`src/rtl/burst_addr_pkg.sv`:
```
package burst_addr_pkg;

    // Burst tracking states
    typedef enum logic [0:0] {
        ST_IDLE  = 1'b0,
        ST_BURST = 1'b1
    } burst_state_e;

    // Beat ordering selected by the mode input
    typedef enum logic [0:0] {
        ORD_LINEAR     = 1'b0,
        ORD_INTERLEAVE = 1'b1
    } burst_order_e;

endpackage

```
`src/rtl/strobe_arbiter.sv`:
```
// Decides whether this edge loads a new burst address.
// The processor strobe wins over the controller strobe; both load the same
// address, so the winner only matters for gating: the processor strobe is
// honoured solely while ce1_n is low.
module strobe_arbiter (
    input  logic ads_p_n,
    input  logic ads_c_n,
    input  logic ce1_n,
    input  logic ce2,
    input  logic ce3_n,
    output logic load
);
    logic chip_sel;
    logic proc_req;
    logic ctrl_req;

    always_comb begin
        chip_sel = !ce1_n && ce2 && !ce3_n;
        proc_req = !ads_p_n && !ce1_n;
        // controller request is only considered when the processor is silent
        ctrl_req = !ads_c_n && !proc_req;
        load     = chip_sel && (proc_req || ctrl_req);
    end
endmodule

```
`src/rtl/beat_order.sv`:
```
// Maps start bits and beat count onto the low address bits.
module beat_order #(
    parameter int BEAT_W = 2
) (
    input  logic [BEAT_W-1:0] start,
    input  logic [BEAT_W-1:0] beat,
    input  logic              mode,
    output logic [BEAT_W-1:0] low
);
    import burst_addr_pkg::*;

    logic [BEAT_W-1:0] lin_low;
    logic [BEAT_W-1:0] ilv_low;

    genvar gi;
    generate
        for (gi = 0; gi < BEAT_W; gi++) begin : g_xor_bit
            assign ilv_low[gi] = start[gi] ^ beat[gi];
        end
    endgenerate

    assign lin_low = start + beat;

    always_comb begin
        unique case (burst_order_e'(mode))
            ORD_INTERLEAVE: low = ilv_low;
            ORD_LINEAR:     low = lin_low;
            default:        low = lin_low;
        endcase
    end
endmodule

```
`src/rtl/burst_addr_gen.sv`:
```
module burst_addr_gen #(
    parameter int ADDR_W = 16,
    parameter int BEAT_W = 2
) (
    input  logic              clk,
    input  logic              rst,
    input  logic [ADDR_W-1:0] addr_in,
    input  logic              ads_p_n,
    input  logic              ads_c_n,
    input  logic              adv_n,
    input  logic              ce1_n,
    input  logic              ce2,
    input  logic              ce3_n,
    input  logic              mode,
    output logic [ADDR_W-1:0] addr_out,
    output logic              burst_loaded
);
    import burst_addr_pkg::*;

    localparam int UPPER_W = ADDR_W - BEAT_W;

    burst_state_e      state_q;
    burst_state_e      state_d;
    logic [ADDR_W-1:0] base_q;
    logic [BEAT_W-1:0] beat_q;
    logic              load;
    logic              step;
    logic [BEAT_W-1:0] low_bits;

    strobe_arbiter u_arb (
        .ads_p_n (ads_p_n),
        .ads_c_n (ads_c_n),
        .ce1_n   (ce1_n),
        .ce2     (ce2),
        .ce3_n   (ce3_n),
        .load    (load)
    );

    // Next state: T_LOAD / T_WAIT from idle, T_RELOAD / T_STEP / T_HOLD in burst
    always_comb begin
        state_d = state_q;
        step    = 1'b0;
        unique case (state_q)
            ST_IDLE: begin
                if (load) state_d = ST_BURST;
            end
            ST_BURST: begin
                state_d = ST_BURST;
                step    = !load && !adv_n;
            end
            default: state_d = ST_IDLE;
        endcase
    end

    // State and burst registers
    always_ff @(posedge clk) begin
        if (rst) begin
            state_q <= ST_IDLE;
            base_q  <= '0;
            beat_q  <= '0;
        end else begin
            state_q <= state_d;
            if (load) begin
                base_q <= addr_in;
                beat_q <= '0;
            end else if (step) begin
                beat_q <= beat_q + 1'b1;
            end
        end
    end

    beat_order #(.BEAT_W(BEAT_W)) u_order (
        .start (base_q[BEAT_W-1:0]),
        .beat  (beat_q),
        .mode  (mode),
        .low   (low_bits)
    );

    // Outputs
    always_comb begin
        burst_loaded = (state_q == ST_BURST);
        addr_out     = {base_q[ADDR_W-1 -: UPPER_W], low_bits};
    end
endmodule

```
`config.mk`:
```
export PLATFORM = sky130hd
export DESIGN_NAME = burst_addr_gen
export DESIGN_NICKNAME = d
export VERILOG_FILES = /design/src/rtl/burst_addr_pkg.sv /design/src/rtl/strobe_arbiter.sv /design/src/rtl/beat_order.sv /design/src/rtl/burst_addr_gen.sv
export SDC_FILE = /design/constraint.sdc
export NUM_CORES = 1
export LEC_CHECK = 0
export ABC_AREA = 1
export BUFFER_PORTS_ARGS = -buffer_cell sky130_fd_sc_hd__clkbuf_2
export CORE_MARGIN = 3
export CORE_UTILIZATION = 52
export CTS_CLUSTER_DIAMETER = 60
export DETAILED_ROUTE_END_ITERATION = 7
export PLACE_DENSITY = 0.91
export SLEW_MARGIN = 5
export SYNTH_ARGS = -nofsm -noshare
export SYNTH_HDL_FRONTEND = slang
export SYNTH_SLANG_ARGS = --single-unit
export TNS_END_PERCENT = 10
```
`constraint.sdc`:
```
create_clock -name clk -period 1.9 [get_ports clk]
set_clock_uncertainty 0.15 [all_clocks]
set_input_delay 0.095 -clock clk [delete_from_list [all_inputs] [get_ports clk]]
set_output_delay 0.095 -clock clk [all_outputs]
set_load 0.005 [all_outputs]
```
==> run summary <==
status: finished, final reports clean
Core Area: 0.00200 mm2
top cell type's share of synthesized area: 0.338
RSZ-0062 raised after global routing: no
power per cell area: 557 mW/mm2
DIE AREA: 0.00276 mm2
num rows: 16
Root Buffer: clkbuf_4
Slew @ Worst Pin: 0.441 ns
clock buffer count from CTS: 3
Layout Utilization: 0.709
synth unique cells: 17
CP Capture Type: output pin
Min Clock Period, post-route: 1.49 ns
Worst slew margin: 0.704
largest family of logic cells by synthesized area: simple AND/OR/NAND/NOR gates
CTS tree: yes
Resize count post-CTS: 0
Leakage: 0.814 nW
top cells by area, synth: dfxtp_1 (34%), inv_1 (18%), nand2_1 (13%), nand4_1 (9.5%), buf_4 (9.3%)
CP Cell Sequence: ha_1 -> inv_1 -> o21ai_0 -> nand2_1 -> inv_1 -> clkbuf_2
Clock power frac: 0.256
hold crit path type: in2reg
GP Congestion: 0.789
largest net degree at the start of global routing: 19
clock buffer depth: 2
input/output buffers: 41
Die Y: 52.5 um
crit share post-route: 0.787
Critical Path Slowest Stage Cell: dfxtp_1
CP peak stage delay: 0.39 ns
setup violators final: 0
most used cell, CP: inv_1
Slew Limit Fails: 0
worst reg2reg path startpoint: burst_loaded
Hold Path Depth: 5
DRC Markers: 0
CP arrival: 1.25 ns
delay-heaviest family, CP: flip-flops
GR peak layer: met2
Cell Area, Synth: 0.00112 mm2
initial antenna violation count: 0
vias per cell: 4.37
Compound-Gate Fraction of Synth Area: 0.0178
fin nets: 247
DRT Wirelength: 2390 um
crit path launch type: flop
M1 GR Usage: 0.236
post-synthesis mux area share: 0
total power: 0.000792 W
Reg2Reg Depth: 4
gr ovfl total: 0
ANT nets after route: 0
GR Layer Usage met3: 0.0171
Design Area, Final: 0.00142 mm2
Layout area overhead: 26.3%
Net Sw Frac: 0.270
Syn. warnings: 0
Worst-Skew Late Latency: 0.30 ns
routed via count: 1080
Routed WL per cell: 9.66 um
CP Data Required Time: 1.65 ns
max_cap viols: 0
Initial Util: 0.562
vias in the first global route: 958
Yosys top cell by area: dfxtp_1
switching power: 0.000214 W
crit path buf inv count: 3
Synth Area in Adders: 0.0111
part of the power in registers: 0.538
R2R setup slack: 0.96 ns
Global Route Usage Sum: 0.190
hold_sp: addr_in[9]
placed inst area: 0.00122 mm2
Max Clk Rate: 0.669 GHz
syn nets: 204
R2R Path End: beat_q[0]
worst-path maximum fanout: 4
Hold EP: base_q[9]
CTS Sinks: 19
# H-tree levels: 1
initial DRC count: 14
Yosys reg bits: 19
cell count after synthesis: 178
Simple-Gate Fraction of Synth Area: 0.325
share of layout cells above drive strength 1: 0.214
setup_tns: 0 ns
first-pass GRT wire length: 3930 um
Die Wd: 52.5 um
Setup CP Type: reg2out
final hold vios: 0
clock slew at reported path FFs: 0.10 ns
Synth Area in XOR/XNOR: 0
met2 Use GR: 0.324
drt pass-1 iters: 4
Comb power frac: 0.207
# diodes: 0
detailed-placement wirelength estimate: 1520 um
peak supply drop: 379 uV
syn_area_per_cell: 6.32 um2
sequential-to-total area share from yosys stat: 0.338
Power Internal: 0.000578 W
I/O pin count: 42
[cell usage after synthesis]
| library cell | count |
|---|---|
| nand4_1 | 17 |
| buf_6 | 1 |
| nor2_4 | 1 |
| clkinv_1 | 1 |
| o21ai_0 | 2 |
| nand3_4 | 1 |
| dfxtp_1 | 19 |
| ha_1 | 1 |
| buf_2 | 4 |
| nand2_2 | 1 |
| nor2_1 | 18 |
| nand3_1 | 2 |
| buf_1 | 1 |
| buf_4 | 14 |
| inv_1 | 54 |
| nand2_1 | 39 |
| a21oi_1 | 2 |
[state kept, by name, summed over array words and instances, names as in the netlist]
| name | cells |
|---|---|
| beat_q | 2 |
| burst_loaded | 1 |
| base_q | 16 |
[metrics by stage]
step                hold slack [ns]  setup slack [ns]  instances
floorplan                    0.0141             0.881        178
global placement              0.135             0.665        226
detailed placement            0.131             0.631        226
CTS                        0.000593             0.398        247
global route                 0.0239             0.320        247
finish                     0.000235             0.405        247
[worst min-delay path, stage by stage]
cell and delay (ns):
clkbuf_2 0.08, inv_1 0.05, nand4_1 0.08, nand2_1 0.07, nor2_1 0.04
[cells by family (layout without fill, tap and decap cells)]
logic type,count (synthesis),after routing
flops,19,19
buf+inv,75,117
fa+ha+maj,1,1
simple gates,79,79
compound gates,4,4
[routing by layer]
metal  part of all wire  wire, um
met5                  0         0
met4              0.028        67
met2               0.49      1180
met1               0.42       993
met3              0.062       149
[cells in the final DEF (no fill, tap or decap), types with 2 or more instances in the layout]
cell and count:
nand2_1 39, a21oi_1 2, clkbuf_2 41, nor2_1 18, clkbuf_4 3, nand3_1 2
dlygate4sd3_1 17, o21ai_0 2, nand4_1 17, inv_1 54, dfxtp_1 19
[cell type report]
type / count / area, um2
fill: 167 / 582
inverter: 55 / 206
tap: 27 / 33.8
multi-input combinational: 84 / 398
sequential: 19 / 380
timing repair buffer: 58 / 375
clock buffer: 4 / 26.3
[how the worst max path moves through the flow]
stage / start / endpoint / slack [ns] / depth (start not counted)
floorplan: beat_q[0] / addr_out[1] / 0.88 / 5
global placement: ce3_n / base_q[14] / 0.66 / 6
detailed placement: ce3_n / base_q[10] / 0.63 / 6
CTS: beat_q[0] / addr_out[1] / 0.40 / 6
global route: beat_q[0] / addr_out[1] / 0.32 / 6
finish: beat_q[0] / addr_out[1] / 0.41 / 6
[power groups by stage]
stage	clock network [W]	registers (W)	logic [W]
after floorplan	0	0.000433	0.000102
after global placement	0	0.000434	0.000130
after detailed placement	0	0.000435	0.000133
after CTS	0.000204	0.000426	0.000161
after global routing	0.000221	0.000428	0.000188
final	0.000202	0.000426	0.000164
[repair_timing]
action / 4_1_cts / 5_1_grt
setup buffers: 0 / 0
hold buffers: 17 / 0
hold endpoints to repair: 18 / 0
Power figures use the tool's default switching activity.
